`src/rtl/irq_redir_pkg.sv`:
```
package irq_redir_pkg;

  typedef enum logic [2:0] {
    K_IDENT = 3'd0,
    K_VERS  = 3'd1,
    K_ARBID = 3'd2,
    K_ENTRY = 3'd3,
    K_UNDEF = 3'd4
  } reg_kind_e;

  localparam logic [7:0]  IDX_IDENT = 8'h00;
  localparam logic [7:0]  IDX_VERS  = 8'h01;
  localparam logic [7:0]  IDX_ARBID = 8'h02;
  localparam logic [7:0]  IDX_BASE  = 8'h10;
  localparam int          OFS_SEL   = 0;
  localparam int          OFS_DATA  = 16;
  localparam logic [63:0] ENTRY_RST = 64'h0000_0000_0001_0000;

  // Lower half keeps mask, trigger, polarity, mode and vector (16:0).
  function automatic logic [31:0] keep_lo(input logic [31:0] w);
    return {15'b0, w[16:0]};
  endfunction

  // Upper half keeps only the destination byte.
  function automatic logic [31:0] keep_hi(input logic [31:0] w);
    return {w[31:24], 24'b0};
  endfunction

endpackage

```
`src/rtl/irq_redir_decode.sv`:
```
module irq_redir_decode
  import irq_redir_pkg::*;
#(
  parameter int NUM_ENT = 24,
  parameter int ADDR_W  = 5,
  parameter int IDX_W   = $clog2(NUM_ENT)
) (
  input  logic              acc_valid,
  input  logic              acc_write,
  input  logic [ADDR_W-1:0] acc_addr,
  input  logic [3:0]        acc_be,
  input  logic [7:0]        sel_q,
  output logic              sel_we,
  output logic              data_we,
  output logic              sel_rd,
  output logic              data_rd,
  output logic              rd_req,
  output reg_kind_e         kind,
  output logic [IDX_W-1:0]  ent_idx,
  output logic              ent_hi,
  output logic              acc_err
);

  localparam logic [7:0] TBL_END = 8'(16 + 2 * NUM_ENT);

  logic       full_w;
  logic       at_sel;
  logic       at_data;
  logic       win_ok;
  logic [7:0] rel;

  always_comb begin
    full_w  = (acc_be == 4'hF);
    at_sel  = (acc_addr == ADDR_W'(OFS_SEL));
    at_data = (acc_addr == ADDR_W'(OFS_DATA));
    win_ok  = acc_valid && full_w && (at_sel || at_data);

    rel     = sel_q - IDX_BASE;
    ent_idx = rel[IDX_W:1];
    ent_hi  = rel[0];

    if (sel_q == IDX_IDENT)                        kind = K_IDENT;
    else if (sel_q == IDX_VERS)                    kind = K_VERS;
    else if (sel_q == IDX_ARBID)                   kind = K_ARBID;
    else if (sel_q >= IDX_BASE && sel_q < TBL_END) kind = K_ENTRY;
    else                                           kind = K_UNDEF;

    sel_we  = win_ok &&  acc_write && at_sel;
    data_we = win_ok &&  acc_write && at_data;
    sel_rd  = win_ok && !acc_write && at_sel;
    data_rd = win_ok && !acc_write && at_data;
    rd_req  = acc_valid && !acc_write;
    acc_err = acc_valid &&
              (!full_w || !(at_sel || at_data) || (at_data && kind == K_UNDEF));
  end

endmodule

```
`src/rtl/irq_redir_entry.sv`:
```
module irq_redir_entry
  import irq_redir_pkg::*;
(
  input  logic        clk,
  input  logic        rst_n,
  input  logic        wr_lo,
  input  logic        wr_hi,
  input  logic [31:0] wdata,
  output logic [63:0] entry_q
);

  logic [63:0] entry_d;
  logic        entry_en;

  always_comb begin
    entry_d  = entry_q;
    entry_en = wr_lo || wr_hi;
    if (wr_lo) entry_d[31:0]  = keep_lo(wdata);
    if (wr_hi) entry_d[63:32] = keep_hi(wdata);
  end

  always_ff @(posedge clk or negedge rst_n) begin
    if (!rst_n)        entry_q <= ENTRY_RST;
    else if (entry_en) entry_q <= entry_d;
  end

endmodule

```
`src/rtl/irq_redir_rdmux.sv`:
```
module irq_redir_rdmux
  import irq_redir_pkg::*;
#(
  parameter int         NUM_ENT = 24,
  parameter logic [7:0] VERSION = 8'h11,
  parameter int         IDX_W   = $clog2(NUM_ENT)
) (
  input  logic                  sel_rd,
  input  logic                  data_rd,
  input  reg_kind_e             kind,
  input  logic [IDX_W-1:0]      ent_idx,
  input  logic                  ent_hi,
  input  logic [7:0]            sel_q,
  input  logic [7:0]            id_q,
  input  logic [7:0]            arb_q,
  input  logic [NUM_ENT*64-1:0] tbl_flat,
  output logic [31:0]           rword
);

  localparam logic [31:0] VER_WORD = {8'h00, 8'(NUM_ENT - 1), 8'h00, VERSION};

  logic [63:0] ent_sel;

  always_comb begin
    ent_sel = tbl_flat[int'(ent_idx) * 64 +: 64];
    rword   = 32'h0;
    if (sel_rd) begin
      rword = {24'h0, sel_q};
    end else if (data_rd) begin
      case (kind)
        K_IDENT: rword = {id_q, 24'h0};
        K_VERS:  rword = VER_WORD;
        K_ARBID: rword = {arb_q, 24'h0};
        K_ENTRY: rword = ent_hi ? ent_sel[63:32] : ent_sel[31:0];
        default: rword = 32'h0;
      endcase
    end
  end

endmodule

```
`src/rtl/irq_redir_regs.sv`:
```
module irq_redir_regs
  import irq_redir_pkg::*;
#(
  parameter int         NUM_ENT = 24,
  parameter logic [7:0] INIT_ID = 8'h05,
  parameter logic [7:0] VERSION = 8'h11,
  parameter int         ADDR_W  = 5
) (
  input  logic                  clk,
  input  logic                  rst_n,
  input  logic                  acc_valid,
  input  logic                  acc_write,
  input  logic [ADDR_W-1:0]     acc_addr,
  input  logic [3:0]            acc_be,
  input  logic [31:0]           acc_wdata,
  output logic                  rd_valid,
  output logic [31:0]           rd_data,
  output logic                  err_flag,
  output logic [NUM_ENT*64-1:0] tbl_out
);

  localparam int IDX_W = $clog2(NUM_ENT);

  // reset: asynchronous assert, synchronous release
  logic [1:0] rst_sync_q;
  logic       rst_int_n;

  always_ff @(posedge clk or negedge rst_n) begin
    if (!rst_n) rst_sync_q <= 2'b00;
    else        rst_sync_q <= {rst_sync_q[0], 1'b1};
  end
  assign rst_int_n = rst_sync_q[1];

  // decode
  logic             sel_we, data_we, sel_rd, data_rd, rd_req, acc_err;
  reg_kind_e        kind;
  logic [IDX_W-1:0] ent_idx;
  logic             ent_hi;
  logic [7:0]       sel_q, id_q, arb_q;

  irq_redir_decode #(.NUM_ENT(NUM_ENT), .ADDR_W(ADDR_W), .IDX_W(IDX_W)) dec_i (
    .acc_valid (acc_valid),
    .acc_write (acc_write),
    .acc_addr  (acc_addr),
    .acc_be    (acc_be),
    .sel_q     (sel_q),
    .sel_we    (sel_we),
    .data_we   (data_we),
    .sel_rd    (sel_rd),
    .data_rd   (data_rd),
    .rd_req    (rd_req),
    .kind      (kind),
    .ent_idx   (ent_idx),
    .ent_hi    (ent_hi),
    .acc_err   (acc_err)
  );

  // redirection table
  logic [NUM_ENT-1:0] wr_lo, wr_hi;

  for (genvar n = 0; n < NUM_ENT; n++) begin : g_ent
    assign wr_lo[n] = data_we && (kind == K_ENTRY) && (ent_idx == IDX_W'(n)) && !ent_hi;
    assign wr_hi[n] = data_we && (kind == K_ENTRY) && (ent_idx == IDX_W'(n)) &&  ent_hi;

    irq_redir_entry ent_i (
      .clk     (clk),
      .rst_n   (rst_int_n),
      .wr_lo   (wr_lo[n]),
      .wr_hi   (wr_hi[n]),
      .wdata   (acc_wdata),
      .entry_q (tbl_out[n*64 +: 64])
    );
  end

  // read path
  logic [31:0] rword;

  irq_redir_rdmux #(.NUM_ENT(NUM_ENT), .VERSION(VERSION), .IDX_W(IDX_W)) mux_i (
    .sel_rd   (sel_rd),
    .data_rd  (data_rd),
    .kind     (kind),
    .ent_idx  (ent_idx),
    .ent_hi   (ent_hi),
    .sel_q    (sel_q),
    .id_q     (id_q),
    .arb_q    (arb_q),
    .tbl_flat (tbl_out),
    .rword    (rword)
  );

  // scalar registers: next state
  logic [7:0]  sel_d, id_d, arb_d;
  logic        sel_en, id_en, arb_en, err_d;
  logic [31:0] rd_data_d;

  always_comb begin
    sel_d     = acc_wdata[7:0];
    sel_en    = sel_we;
    id_d      = acc_wdata[31:24];
    id_en     = data_we && (kind == K_IDENT);
    arb_d     = acc_wdata[31:24];
    arb_en    = data_we && (kind == K_ARBID);
    err_d     = err_flag || acc_err;
    rd_data_d = rword;
  end

  // scalar registers: state
  always_ff @(posedge clk or negedge rst_int_n) begin
    if (!rst_int_n) begin
      sel_q    <= 8'h00;
      id_q     <= INIT_ID;
      arb_q    <= INIT_ID;
      err_flag <= 1'b0;
      rd_valid <= 1'b0;
      rd_data  <= 32'h0;
    end else begin
      if (sel_en) sel_q   <= sel_d;
      if (id_en)  id_q    <= id_d;
      if (arb_en) arb_q   <= arb_d;
      if (rd_req) rd_data <= rd_data_d;
      err_flag <= err_d;
      rd_valid <= rd_req;
    end
  end

endmodule

```
`config.mk`:
```
export PLATFORM = sky130hd
export DESIGN_NAME = irq_redir_regs
export DESIGN_NICKNAME = d
export VERILOG_FILES = /design/src/rtl/irq_redir_pkg.sv /design/src/rtl/irq_redir_decode.sv /design/src/rtl/irq_redir_entry.sv /design/src/rtl/irq_redir_rdmux.sv /design/src/rtl/irq_redir_regs.sv
export SDC_FILE = /design/constraint.sdc
export NUM_CORES = 1
export LEC_CHECK = 0
export BUFFER_PORTS_ARGS = -buffer_cell sky130_fd_sc_hd__buf_2
export CORE_AREA = 2 2 633 635
export DETAILED_ROUTE_END_ITERATION = 8
export DIE_AREA = 0 0 635 637
export MAX_ROUTING_LAYER = met4
export PLACE_DENSITY = 0.3
export SETUP_SLACK_MARGIN = 0.15
export SLEW_MARGIN = 40
export SYNTH_ARGS = -nofsm -noshare
export SYNTH_HDL_FRONTEND = slang
export SYNTH_SLANG_ARGS = --single-unit
```
`constraint.sdc`:
```
create_clock -name clk -period 22.5 [get_ports clk]
set_input_delay 4.5 -clock clk [delete_from_list [all_inputs] [get_ports clk]]
set_output_delay 4.5 -clock clk [all_outputs]
set_load 0.1 [all_outputs]
```
# Word level (Yosys, flattened, before mapping)
# Cells that the tools add are included.
# classes
eq_ne	31
n_shift	1
magnitude_cmp	2
muxes	8
n_reduce_logical	171
n_addsub	1
# ops
op	count
variable part select 1536 x 12 -> 64 bit	1
case mux 32 bit (4 select lines)	1
2-to-1 mux 32 bit	3
AND reduction 2 bit	48
logical AND 1 bit	87
== test 5 bit (second input constant)	9
== test 5 x 4 -> 1 bit (second input constant)	8
logical OR 1 bit	28
== test 5 x 3 -> 1 bit (second input constant)	4
2-to-1 mux 3 bit	4
== test 5 x 2 -> 1 bit (second input constant)	2
logical NOT 5 bit	2
== test 8 x 1 -> 1 bit (second input constant)	1
== test 8 x 2 -> 1 bit (second input constant)	1
greater-or-equal comparator 8 x 5 -> 1 bit (second input constant)	1
logical NOT 8 bit	1
less-than comparator 8 x 7 -> 1 bit (second input constant)	1
== test 3 x 2 -> 1 bit (second input constant)	2
subtractor 6 x 5 -> 6 bit (second input constant)	1
== test 5 x 1 -> 1 bit (second input constant)	1
== test 4 bit (second input constant)	1
logical NOT 1 bit	4
== test 3 x 1 -> 1 bit (second input constant)	1
== test 3 bit (second input constant)	1
logical NOT 3 bit	1
# word_totals
output_inout_bits	1570
in_bits	45
ff_bits	660
elab_cells	269

# Depth between registers and ports, before layout
# Gate-level depths: netlist of run 1.
# depth
word_depth	12
depth_mapped	11
mapped_depth_nobuf	7

# Cells and area by module
# Synthesis of run 1 repeated with hierarchy kept, for this count alone.
# unflattened
cells_unflattened	3366
hier_area_um2	45965.3
# by_module_without_submodules
module	seq_area_each_um2	instances	area_each_um2	cells_each
irq_redir_entry	626.9	24	1278.7	93
irq_redir_rdmux	0.0	1	12339.3	890
irq_redir_regs	1506.4	1	2676.3	208
irq_redir_decode	0.0	1	260.2	36

# Worst setup path before layout of run 1
# OpenSTA, ideal clock, no wires.
# synth_timing
path_type	input -> register
start	in acc_addr[1]
end	reg g_ent[23].ent_i.entry_q[7]
t_required_ns	22.374
path_stages	6
slack_ns	15.649
setup_ns	0.126
arrival_ns	6.724
path_cell_list	nor4_2 -> nand4_4 -> nor4_4 -> nor3b_4 -> buf_12 -> mux2_4
# synth_between
elab_chain_cells	10
# synth_rtl
element	line	rtl
start: declaration	irq_redir_regs.sv:13	input logic [ADDR_W-1:0] acc_addr,
== test 5 bit or logical NOT 5 bit (tied branches)	irq_redir_decode.sv:35, irq_redir_decode.sv:34	
logical OR 1 bit	irq_redir_decode.sv:36	win_ok = acc_valid && full_w && (at_sel || at_data);
logical AND 1 bit	irq_redir_decode.sv:36	
logical AND 1 bit	irq_redir_decode.sv:49	data_we = win_ok && acc_write && at_data;
logical AND 1 bit (*)	irq_redir_decode.sv:49	
logical AND 1 bit (*) (2 in series)	irq_redir_regs.sv:62, irq_redir_regs.sv:63	
logical AND 1 bit (on tied branches)	irq_redir_regs.sv:62, irq_redir_regs.sv:63	
logical OR 1 bit	irq_redir_entry.sv:17	entry_en = wr_lo || wr_hi;
AND reduction 2 bit (no source line) (*)	n/a	
end signal: assignment	irq_redir_entry.sv:24	else if (entry_en) entry_q <= entry_d;
end: declaration	irq_redir_entry.sv:9	output logic [63:0] entry_q
# Every way passes the cells marked *; elsewhere a longest branch is shown, timed or not.
# A chain may end at the register's enable or synchronous reset.

# Worst setup path in the final report of run 1
# layout_timing
start	in acc_addr[1]
end	reg g_ent[19].ent_i.entry_q[6]
# layout_between
elab_chain_cells	10
# layout_rtl
element	line
== test 5 bit or logical NOT 5 bit (tied branches)	irq_redir_decode.sv:35, irq_redir_decode.sv:34
logical OR 1 bit	irq_redir_decode.sv:36
logical AND 1 bit	irq_redir_decode.sv:36
logical AND 1 bit	irq_redir_decode.sv:49
logical AND 1 bit (*)	irq_redir_decode.sv:49
logical AND 1 bit (*) (2 in series)	irq_redir_regs.sv:62, irq_redir_regs.sv:63
logical AND 1 bit (on tied branches)	irq_redir_regs.sv:62, irq_redir_regs.sv:63
logical OR 1 bit	irq_redir_entry.sv:17
AND reduction 2 bit (no source line) (*)	n/a
end signal: assignment	irq_redir_entry.sv:24
end: declaration	irq_redir_entry.sv:9
# Marked as above.

==> results of run 1 <==
==> final timing paths <==
kind | cells past startpoint | to | slack [ps] | from
min in group clk | 0 | rst_sync_q[1]$_DFF_PN0_ | 350 | rst_sync_q[0]$_DFF_PN0_
worst max register to register | 8 | g_ent[19].ent_i.entry_q[6]$_DFFE_PN0P_ | 18110 | sel_q[4]$_DFFE_PN0P_
worst min-delay path | 0 | g_ent[13].ent_i.entry_q[0]$_DFFE_PN0P_ | 240 | rst_sync_q[1]$_DFF_PN0_
max in group asynchronous | 1 | rst_sync_q[1]$_DFF_PN0_ | 18800 | rst_n
worst max-delay path | 7 | g_ent[19].ent_i.entry_q[6]$_DFFE_PN0P_ | 15230 | acc_addr[1]
worst min register to register | 0 | g_ent[13].ent_i.entry_q[0]$_DFFE_PN0P_ | 240 | rst_sync_q[1]$_DFF_PN0_
==> sequential cells by signal (all words and copies together) (netlist names) <==
register	count
arb_q	8
err_flag	1
g_ent.ent_i.entry_q	600
id_q	8
rd_data	26
rd_valid	1
rst_sync_q	2
sel_q	8
==> cell type report <==
cell class / instances / share of cell area
multi-input cells: 2113 / 0.356
flip-flops and latches: 654 / 0.354
well taps: 5265 / 0.142
repair buffers: 725 / 0.0860
clock buffers: 122 / 0.0511
clock inverters: 28 / 0.00903
inverters: 14 / 0.00113
diodes: 16 / 0.000862
==> cells in the final DEF (no fill, tap or decap), drive strengths merged, types with 4 or more instances in the layout <==
master     n
a21oi     10
o221ai    20
a31oi      4
mux2     632
a211oi     7
nand3     18
dfstp     28
a22oi      8
o21ai     27
mux2i     99
clkinv    13
or4        5
buf      724
nor4       6
a211o      6
o211ai     4
nor2b      8
a221oi     5
mux4     113
and2       8
nor3      12
nand4      4
bufinv     6
dfrtp    626
conb     941
nand2b    10
clkbuf   123
nand2     54
nor2      36
o22ai     19
inv       20
o2111ai    6
and4       6
a221o      7
nor3b      7
diode     16
==> where the power goes <==
part | internal, uW | total [uW] | switching (uW) | leakage, uW
Clock | 810 | 1410 | 599 | 0.00136
Combinational | 20.6 | 799 | 778 | 0.0130
Sequential | 1180 | 1180 | 3.37 | 0.00900
Total | 2010 | 3390 | 1380 | 0.0234
==> routing by layer <==
| layer | up-vias | wire [um] | track usage |
|---|---|---|---|
| met2 | 997 | 101000 | 0.165 |
| met3 | 173 | 10000 | 0.0191 |
| li1 | 9765 | - | - |
| met1 | 12541 | 63800 | 0.0892 |
| met4 | 0 | 6130 | 0.0305 |
| met5 | - | 0 | - |
==> per-stage QoR <==
step	power (uW)	std cells	hold WS [ps]
2_1_floorplan	2070	3877	331
3_3_place_gp	2000	8761	342
3_5_place_dp	2000	8770	262
4_1_cts	3450	8920	258
5_1_grt	3510	8926	286
6_report	3390	8937	245
==> Yosys cell counts, drive strengths merged (8+ instances only) <==
master,number,share of area
nor3,12,0.0018
nand2b,10,0.0017
nand2,54,0.0059
buf,994,0.20
inv,13,0.0013
o21ai,27,0.0036
o22ai,19,0.0032
a21oi,10,0.0015
a22oi,8,0.0016
mux2,632,0.19
o221ai,20,0.0047
dfrtp,626,0.42
mux2i,99,0.027
nand3,18,0.0032
dfstp,28,0.020
and2,8,0.0014
clkbuf,102,0.010
nor2b,8,0.0014
nor2,36,0.0036
mux4,113,0.069
==> cell families after synthesis <==
kind of cell	count (synthesis)	share of synthesized area
DFF	654	0.443
muxes	844	0.289
AOI/OAI and AO/OA	137	0.0267
adders and majority gates	3	0.00101
buffers and inverters	1110	0.210
and+or+nand+nor	188	0.0311
other	2	0.000203
==> summary.md, run 1 <==
| Metric | Value |
|---|---|
| Total Wirelength | `181000 um` |
| Final period util | `0.323` |
| WS Path Type | `input port to flip-flop` |
| Sequential share of the synthesized area | `0.443` |
| Distinct cells, synth | `66` |
| Multi-input gate area | `16500 sq um` |
| Synthesized flop and latch total | `654` |
| Number of setup violations in the final report | `0` |
| Largest net degree at the start of global routing | `74` |
| Worst Path Required | `23090 ps` |
| Static Leak | `0.0234 uW` |
| Via Count | `23476` |
| WL per Instance | `20.2 um` |
| Yosys warning count | `0` |
| # rows | `232` |
| Post-route cell area | `46400 sq um` |
| Fin util | `0.117` |
| Die height | `637 um` |
| Buffers & Inverters on Critical Path | `2` |
| Setup Skew | `49.0 ps` |
| Async set-reset flop share out of synthesis | `1.00` |
| Worst Hold Class | `flip-flop to async pin` |
| Post-route antenna net violation count | `0` |
| Crit path time final | `7270 ps` |
| Slew HR | `0.445` |
| Clock Tree Buf Depth | `3` |
| Worst setup SP type | `input port` |
| CTS resizes | `0` |
| Fin nets | `3639` |
| DRT iter0 DRCs | `1129` |
| Seq. cell area | `16400 sq um` |
| Die footprint | `404000 sq um` |
| Max-cap viol count | `0` |
| Critical Path End Type | `flip-flop` |
| H-tree levels | `3` |
| I/O pin count | `1615` |
| Final Wtd Congestion | `0.764` |
| Avg Cell Area, Syn | `12.6 sq um` |
| Setup bufs post-CTS | `0` |
| First-pass GRT wire length | `234000 um` |
| Max FO, Critical Path | `13` |
| CP max stage cell | `nor4_4` |
| Buffers on Ports | `667` |
| Status | `complete, no violations` |
| Drt pass-1 iters | `6` |
| Number of global-route vias before repair | `22635` |
| Placement Cell Area | `43500 sq um` |
| Main synth FF type | `dfrtp_1` |
| Clock-pin slew on the worst setup and hold paths | `60 ps` |
| Slew Viols, Final | `0` |
| TritonCTS Buffers | `83` |
| Netlist Area Pre-Place | `37100 sq um` |
| Fmax | `138 MHz` |
| Final HPWL DP | `138000 um` |
| CTS Hold Bufs | `0` |
| Clk sinks | `654` |
| Arrival time worst endpoint | `7860 ps` |
| Slew @ Worst Pin | `832 ps` |
| Initial Util | `0.0931` |
| Overflow after GRT | `0` |
| Layout cells sized above 1 | `0.461` |
| Layout overhead on the synthesized area | `25.3%` |
| Die Wd | `635 um` |
| GRT Overall Usage | `0.0879` |
| Core area | `398000 sq um` |
| Final Hold Vio Count | `0` |
| Most used cell, CP | `nor4_4` |
| Number of synthesized flops with an enable pin | `0` |
| Max VDD drop | `0.0544 mV` |
| RSZ-0062 raised after global routing | `false` |
| Clock Root Buffer | `clkbuf_16` |
| Post-route worst setup slack | `15230 ps` |
| Synthesized instance count | `2938` |
| CTS tree | `yes` |
| DP Worst Slack | `14370 ps` |
| Setup TNS | `0 ps` |
| Power density over the cells | `73.0 nW/um^2` |
| Crit-path leading delay family | `simple AND/OR/NAND/NOR gates` |
| # DRC | `0` |
| Worst-path cell chain | `buf_2, nor4_4, nand4_4, nor4_4, nor3b_4, buf_4, mux2_2` |
| Initial antenna violation count | `21` |
| Via density | `2.63` |
| Worst-skew pair later-pin latency | `730 ps` |
| Crit path largest cell delay | `710 ps` |
| Filler Cell Count | `45258` |
(Power assumes the default switching activity.)
==> run 2: changes to the inputs <==
clock period = 7.15 ns   (was 22.5 ns; I/O delays follow)
==> run 2 against run 1 <==
- clock skew rose by 11 ps
- worst setup slack got worse by 12000 ps
- register-to-register slack worse by 15000 ps
- critical path type is now flip-flop to flip-flop
- highest routed layer unchanged
==> summary.md, run 2 (synthesis results as in run 1) <==
| Metric | Value |
|---|---|
| Post-route antenna net violation count | `0 (unchanged)` |
| Slew @ Worst Pin | `897 ps (+65.1 ps)` |
| Number of global-route vias before repair | `22882 (+1.1%)` |
| Crit path from | `sel_q[4]$_DFFE_PN0P_` |
| Most common cell after layout, fill and taps aside | `conb_1` |
| Layout overhead on the synthesized area | `25.2% (about the same)` |
| Initial Util | `0.0931 (unchanged)` |
| Top reg by flops | `g_ent.ent_i.entry_q` |
| R2r startpoint | `sel_q[4]$_DFFE_PN0P_` |
| Largest registers | `g_ent.ent_i.entry_q (600), rd_data (26)` |
| Met1 track demand over resource | `0.0885 (-0.000692)` |
| Largest net degree at the start of global routing | `137 (+85%)` |
| Fin nets | `3644 (+0.14%)` |
| Inst Count DP | `8772 (+0.023%)` |
| Final cell count without fillers | `8937 (unchanged)` |
| Buffers on Ports | `667 (unchanged)` |
| GRT Overall Usage | `0.0898 (+0.00193)` |
| Via density | `2.62 (-0.22%)` |
| Worst-skew pair later-pin latency | `720 ps (about the same)` |
| WS Path Type | `flip-flop to flip-flop` |
| CP max stage cell | `dfrtp_4` |
| I/O pin count | `1615 (unchanged)` |
| DRT iter0 DRCs | `1122 (-0.62%)` |
| Setup Skew | `60.4 ps (+11.3 ps)` |
| Final period util | `0.617` |
| # rows | `232 (unchanged)` |
| Worst setup SP type | `flip-flop` |
| GRT met2 Usage | `0.170 (+0.00471)` |
| First-pass GRT wire length | `237000 um (+1.5%)` |
| Layout cells sized above 1 | `0.463 (+0.00170)` |
| H-tree levels | `3 (unchanged)` |
| Max-cap viol count | `0 (unchanged)` |
| Crit path largest cell delay | `830 ps (+120 ps)` |
| Max VDD drop | `0.167 mV (+210%)` |
| Crit path time final | `4410 ps` |
| Die height | `637 um (unchanged)` |
| Max FFs per register | `600 (unchanged)` |
| Clock Root Buffer | `clkbuf_16` |
| Worst Path Required | `7730 ps (-15360 ps)` |
| CTS resizes | `0 (unchanged)` |
| Commonest non-fill, non-tap cells in the layout | `conb_1, buf_2, mux2_2, dfrtp_1, mux4_2` |
| Grt peak-use layer | `met2` |
| Drt pass-1 iters | `4 (-2)` |
| Clock-pin slew on the worst setup and hold paths | `60 ps (about the same)` |
| CTS tree | `yes` |
| Final Hold Vio Count | `0 (unchanged)` |
| Setup bufs post-CTS | `0 (unchanged)` |
| Status | `complete, no violations` |
| Initial antenna violation count | `28 (+33%)` |
| Total Wirelength | `185000 um (+2.6%)` |
| Die footprint | `404000 sq um (unchanged)` |
| Setup TNS | `0 ps (unchanged)` |
| Slew HR | `0.390 (-0.0553)` |
| Critical Path End Type | `flip-flop` |
| Worst-path cell chain | `inv_2, ha_2, or3_4, a22o_1, nor4_4, and2_2, buf_4, mux2_2` |
| WL per Instance | `20.7 um (+2.6%)` |
| RSZ-0062 raised after global routing | `false` |
| Via Count | `23424 (-0.22%)` |
| # DRC | `0 (unchanged)` |
| Static Leak | `0.0233 uW (-0.37%)` |
| Fmax | `227 MHz` |
| Die Wd | `635 um (unchanged)` |
| Clock Tree Buf Depth | `3 (unchanged)` |
| Arrival time worst endpoint | `4990 ps (-2870 ps)` |
| Core area | `398000 sq um (unchanged)` |
| Max FO, Critical Path | `25 (+12)` |
| TritonCTS Buffers | `84 (+1.2%)` |
| M3 GR Usage | `0.0245 (+0.00541)` |
| Number of setup violations in the final report | `0 (unchanged)` |
| Power density over the cells | `230 nW/um^2 (+220%)` |
| Final HPWL DP | `141000 um (+2.3%)` |
| Slew Viols, Final | `0 (unchanged)` |
| CTS Hold Bufs | `0 (unchanged)` |
| Clk sinks | `654 (unchanged)` |
| Overflow after GRT | `0 (unchanged)` |
| Worst Hold Class | `flip-flop to async pin` |
| Final Wtd Congestion | `0.759 (-0.60%)` |
| Power Total | `10700 uW (+210%)` |
## run 2: final cells by class
class | count | area, sq um
Timing Repair Buffer | 729 | 3970
Clock inverter | 26 | 357
Antenna cell | 10 | 25.0
Sequential cell | 654 | 16400
Tap cell | 5265 | 6590
Inverter | 14 | 52.6
Multi-Input combinational cell | 2113 | 16500
Clock buffer | 126 | 2490
Fill cell | 45297 | 352000
## run 2: final timing paths
path                                                     endpoint  slack [ps]  cells past startpoint
setup / recovery           g_ent[1].ent_i.entry_q[12]$_DFFE_PN0P_        2740                      8
hold / removal              g_ent[5].ent_i.entry_q[8]$_DFFE_PN0P_         180                      0
setup reg to reg           g_ent[1].ent_i.entry_q[12]$_DFFE_PN0P_        2740                      8
hold reg to reg             g_ent[5].ent_i.entry_q[8]$_DFFE_PN0P_         180                      0
max in group asynchronous                    arb_q[0]$_DFFE_PN1P_        5390                      3
min in group clk                          rst_sync_q[1]$_DFF_PN0_         340                      0
## run 2: power breakdown
part           switching [uW]  internal [uW]  total (uW)
Combinational            2450           66.0        2510
Clock                    1890           2540        4440
Sequential               14.0           3710        3720
## run 2: metal layers
| layer | share of wire | routed length (um) | vias to the layer above |
|---|---|---|---|
| li1 | - | - | 9757 |
| met4 | 0.032 | 5990 | 0 |
| met5 | 0 | 0 | - |
| met2 | 0.55 | 103000 | 1015 |
| met1 | 0.35 | 64400 | 12464 |
| met3 | 0.066 | 12200 | 188 |
## run 2: per-stage QoR
stage          utilization  instance area (sq um)  hold WS (ps)  setup slack, ps
4_1_cts              0.116                  46300           345             2620
6_report             0.117                  46400           181             2740
3_5_place_dp         0.109                  43500           341             2300
5_1_grt              0.117                  46400           213             2520
2_1_floorplan            -                  40600           331              836
3_3_place_gp         0.109                  43400           339             1970
## run 2: critical path: cells and delay by family, from the launching register on
family | cells | cell delay [ps]
compound gates | 1 | 430
fa+ha+maj | 1 | 260
buf+inv | 2 | 690
flops | 1 | 830
mux | 1 | 370
simple gates | 3 | 1610
==> run 3: changes to the inputs <==
CORE_AREA = 2 2 629 631   (was 2 2 633 635)
DIE_AREA = 0 0 631 633   (was 0 0 635 637)
clock period = 3.6 ns   (was 7.15 ns; I/O delays follow)
==> run 3 against run 2 <==
- first-iteration DRC count down 11%
- final cell count up 0.43%
- sequential share of layout area down 0.69 points
- critical path depth unchanged
- clock-buffer cell count up 11
- routed wire length up 1.8%
- sequential cell count unchanged
- clock skew down 17 ps
- global-route usage up 0.28 points
- highest routed layer unchanged
- die area down 1.3%
==> summary.md, run 3 (synthesis results as in run 1) <==
| Metric | Value |
|---|---|
| Die footprint | `399000 sq um (-1.3%)` |
| Filler Cell Count | `44602 (-1.5%)` |
| Worst Path Required | `4180 ps (-3550 ps)` |
| GRT Overall Usage | `0.0927 (+0.00285)` |
| Post-route worst setup slack | `476 ps (-2260 ps)` |
| Final HPWL DP | `149000 um (+5.5%)` |
| Clock-pin slew on the worst setup and hold paths | `60 ps (about the same)` |
| Total Wirelength | `189000 um (+1.8%)` |
| Critical Path End Type | `flip-flop` |
| Post-route antenna net violation count | `0 (unchanged)` |
| Most common cell after layout, fill and taps aside | `conb_1` |
| Final Wtd Congestion | `0.752 (-0.91%)` |
| Status | `complete, no violations` |
| Clk sinks | `654 (unchanged)` |
| Clock Root Buffer | `clkbuf_16` |
| Crit path largest cell delay | `490 ps (-340 ps)` |
| Worst-skew pair later-pin latency | `710 ps (about the same)` |
| Worst-path cell chain | `inv_1, ha_2, clkinv_1, nor2_2, buf_4, and2_1, buf_12, mux2_2` |
| Layout overhead on the synthesized area | `27.7%` |
| Drt pass-1 iters | `5 (+1)` |
| Crit path time final | `3120 ps (-1290 ps)` |
| Slew HR | `0.436 (+0.0461)` |
| Buffers on Ports | `667 (unchanged)` |
| WL per Instance | `21.0 um (+1.4%)` |
| Initial Util | `0.0945 (+0.00143)` |
| Die Wd | `631 um (-0.63%)` |
| Number of setup violations in the final report | `0 (unchanged)` |
| Static Leak | `0.0238 uW (+2.5%)` |
| Fin nets | `3729 (+2.3%)` |
| Max FFs per register | `600 (unchanged)` |
| Hold_ws | `272 ps (+91.6 ps)` |
| Fmax | `320 MHz (+41%)` |
| # rows | `230 (-0.86%)` |
| Slew Viols, Final | `0 (unchanged)` |
| Overflow after GRT | `0 (unchanged)` |
| Worst setup SP type | `flip-flop` |
| Max FO, Critical Path | `17 (-32%)` |
| Max-cap viol count | `0 (unchanged)` |
| TritonCTS Buffers | `84 (unchanged)` |
| Fin util | `0.121 (+0.00410)` |
| Via Count | `23642 (+0.93%)` |
| CTS tree | `yes` |
| Commonest non-fill, non-tap cells in the layout | `conb_1, buf_2, mux2_2, dfrtp_1, mux4_2` |
| Die height | `633 um (-0.63%)` |
| Initial antenna violation count | `19 (-32%)` |
| Crit-path leading delay family | `buffers and inverters` |
| Final period util | `0.868 (+0.250)` |
| WS Path Type | `flip-flop to flip-flop` |
| DP Worst Slack | `61.8 ps (-2240 ps)` |
| Top reg by flops | `g_ent.ent_i.entry_q` |
| H-tree levels | `3 (unchanged)` |
| Largest net degree at the start of global routing | `84 (-39%)` |
| First-pass GRT wire length | `241000 um (+1.5%)` |
| Largest registers | `g_ent.ent_i.entry_q (600), rd_data (26)` |
| Placement Cell Area | `44400 sq um (+2.2%)` |
| Worst Hold Class | `input port to flip-flop` |
| Clock Tree Buf Depth | `3 (unchanged)` |
| Post-route cell area | `47300 sq um (+2.0%)` |
| Number of global-route vias before repair | `23553 (+2.9%)` |
| I/O pin count | `1615 (unchanged)` |
| Core area | `392000 sq um (-1.5%)` |
| Via density | `2.63 (+0.50%)` |
| Power density over the cells | `449 nW/um^2 (+95%)` |
| Max VDD drop | `0.316 mV (+89%)` |
| Setup Skew | `43.4 ps (-17.0 ps)` |
| Buffers & Inverters on Critical Path | `4 (+2)` |
| DRT iter0 DRCs | `996 (-11%)` |
| Layout cells sized above 1 | `0.472 (+0.00888)` |
| Arrival time worst endpoint | `3700 ps (-1290 ps)` |
| Final Hold Vio Count | `0 (unchanged)` |
| RSZ-0062 raised after global routing | `false` |
| Slew @ Worst Pin | `852 ps (-45.6 ps)` |
| # DRC | `0 (unchanged)` |
| CP max stage cell | `ha_2` |
run 3: cell types whose count changed in the layout (fill, tap and decap cells not counted), moves of 4 or more:
cell | previous run | this run
nand2_2 | 11 | 7
buf_12 | 7 | 41
clkinv_4 | 5 | 1
clkinvlp_4 | 5 | 1
diode_2 | 10 | 3
clkbuf_1 | 20 | 29
clkinv_2 | 6 | 10
buf_4 | 55 | 106
nand2_1 | 43 | 47
run 3: final timing paths:
check                                        startpoint                                       to  slack [ps]  cells past startpoint
worst max-delay path               sel_q[5]$_DFFE_PN0P_    g_ent[2].ent_i.entry_q[9]$_DFFE_PN0P_         480                      8
worst min-delay path                          acc_valid                       err_flag$_DFF_PN0_         270                      2
worst max register to register     sel_q[5]$_DFFE_PN0P_    g_ent[2].ent_i.entry_q[9]$_DFFE_PN0P_         480                      8
worst min register to register  rst_sync_q[1]$_DFF_PN0_  g_ent[15].ent_i.entry_q[13]$_DFFE_PN0P_         280                      0
max in group asynchronous       rst_sync_q[1]$_DFF_PN0_  g_ent[13].ent_i.entry_q[12]$_DFFE_PN0P_        2250                      2
min in group asynchronous       rst_sync_q[1]$_DFF_PN0_  g_ent[15].ent_i.entry_q[13]$_DFFE_PN0P_         280                      0
run 3: layout make-up:
type	instances	area, sq um	area share
Timing Repair Buffer	814	5000	0.106
Antenna cell	3	7.51	0.000159
Multi-Input combinational cell	2113	16500	0.348
Tap cell	5220	6530	0.138
Clock inverter	20	255	0.00540
Inverter	14	52.6	0.00111
Sequential cell	654	16400	0.347
Clock buffer	137	2570	0.0544
run 3: repair_timing:
item,in CTS,in global routing
endpoints found under the hold margin,2,0
setup endpoints to repair,1,0
gates resized for setup,1,0
hold buffers,1,0
setup buffers,0,0
run 3: report_power, final:
group	leakage (uW)	internal [uW]	switching (uW)
logic	0.0135	151	4870
registers	0.00900	7370	21.0
clock network	0.00139	5130	3700
total	0.0238	12700	8600
run 3: worst register-to-register path, stage by stage (launching register included):
cell and delay (ps):
dfrtp_1 380, inv_1 140, ha_2 500, clkinv_1 470, nor2_2 410, buf_4 260, and2_1 210, buf_12 240
mux2_2 410
run 3: per-layer routing:
layer  vias up  share of wire  track usage
met5         -              0            -
met4         0          0.031       0.0276
met3       170          0.073       0.0282
met2      1021           0.56        0.176
met1     12529           0.34       0.0890
li1       9922              -            -
run 3: metrics by stage:
step           instances  TNS [ps]  total power [uW]
5_1_grt             8973         0             22000
4_1_cts             8971         0             21600
6_report            8975         0             21200
2_1_floorplan       3877  -1722450             12900
3_5_place_dp        8813         0             12500
3_3_place_gp        8812         0             12500
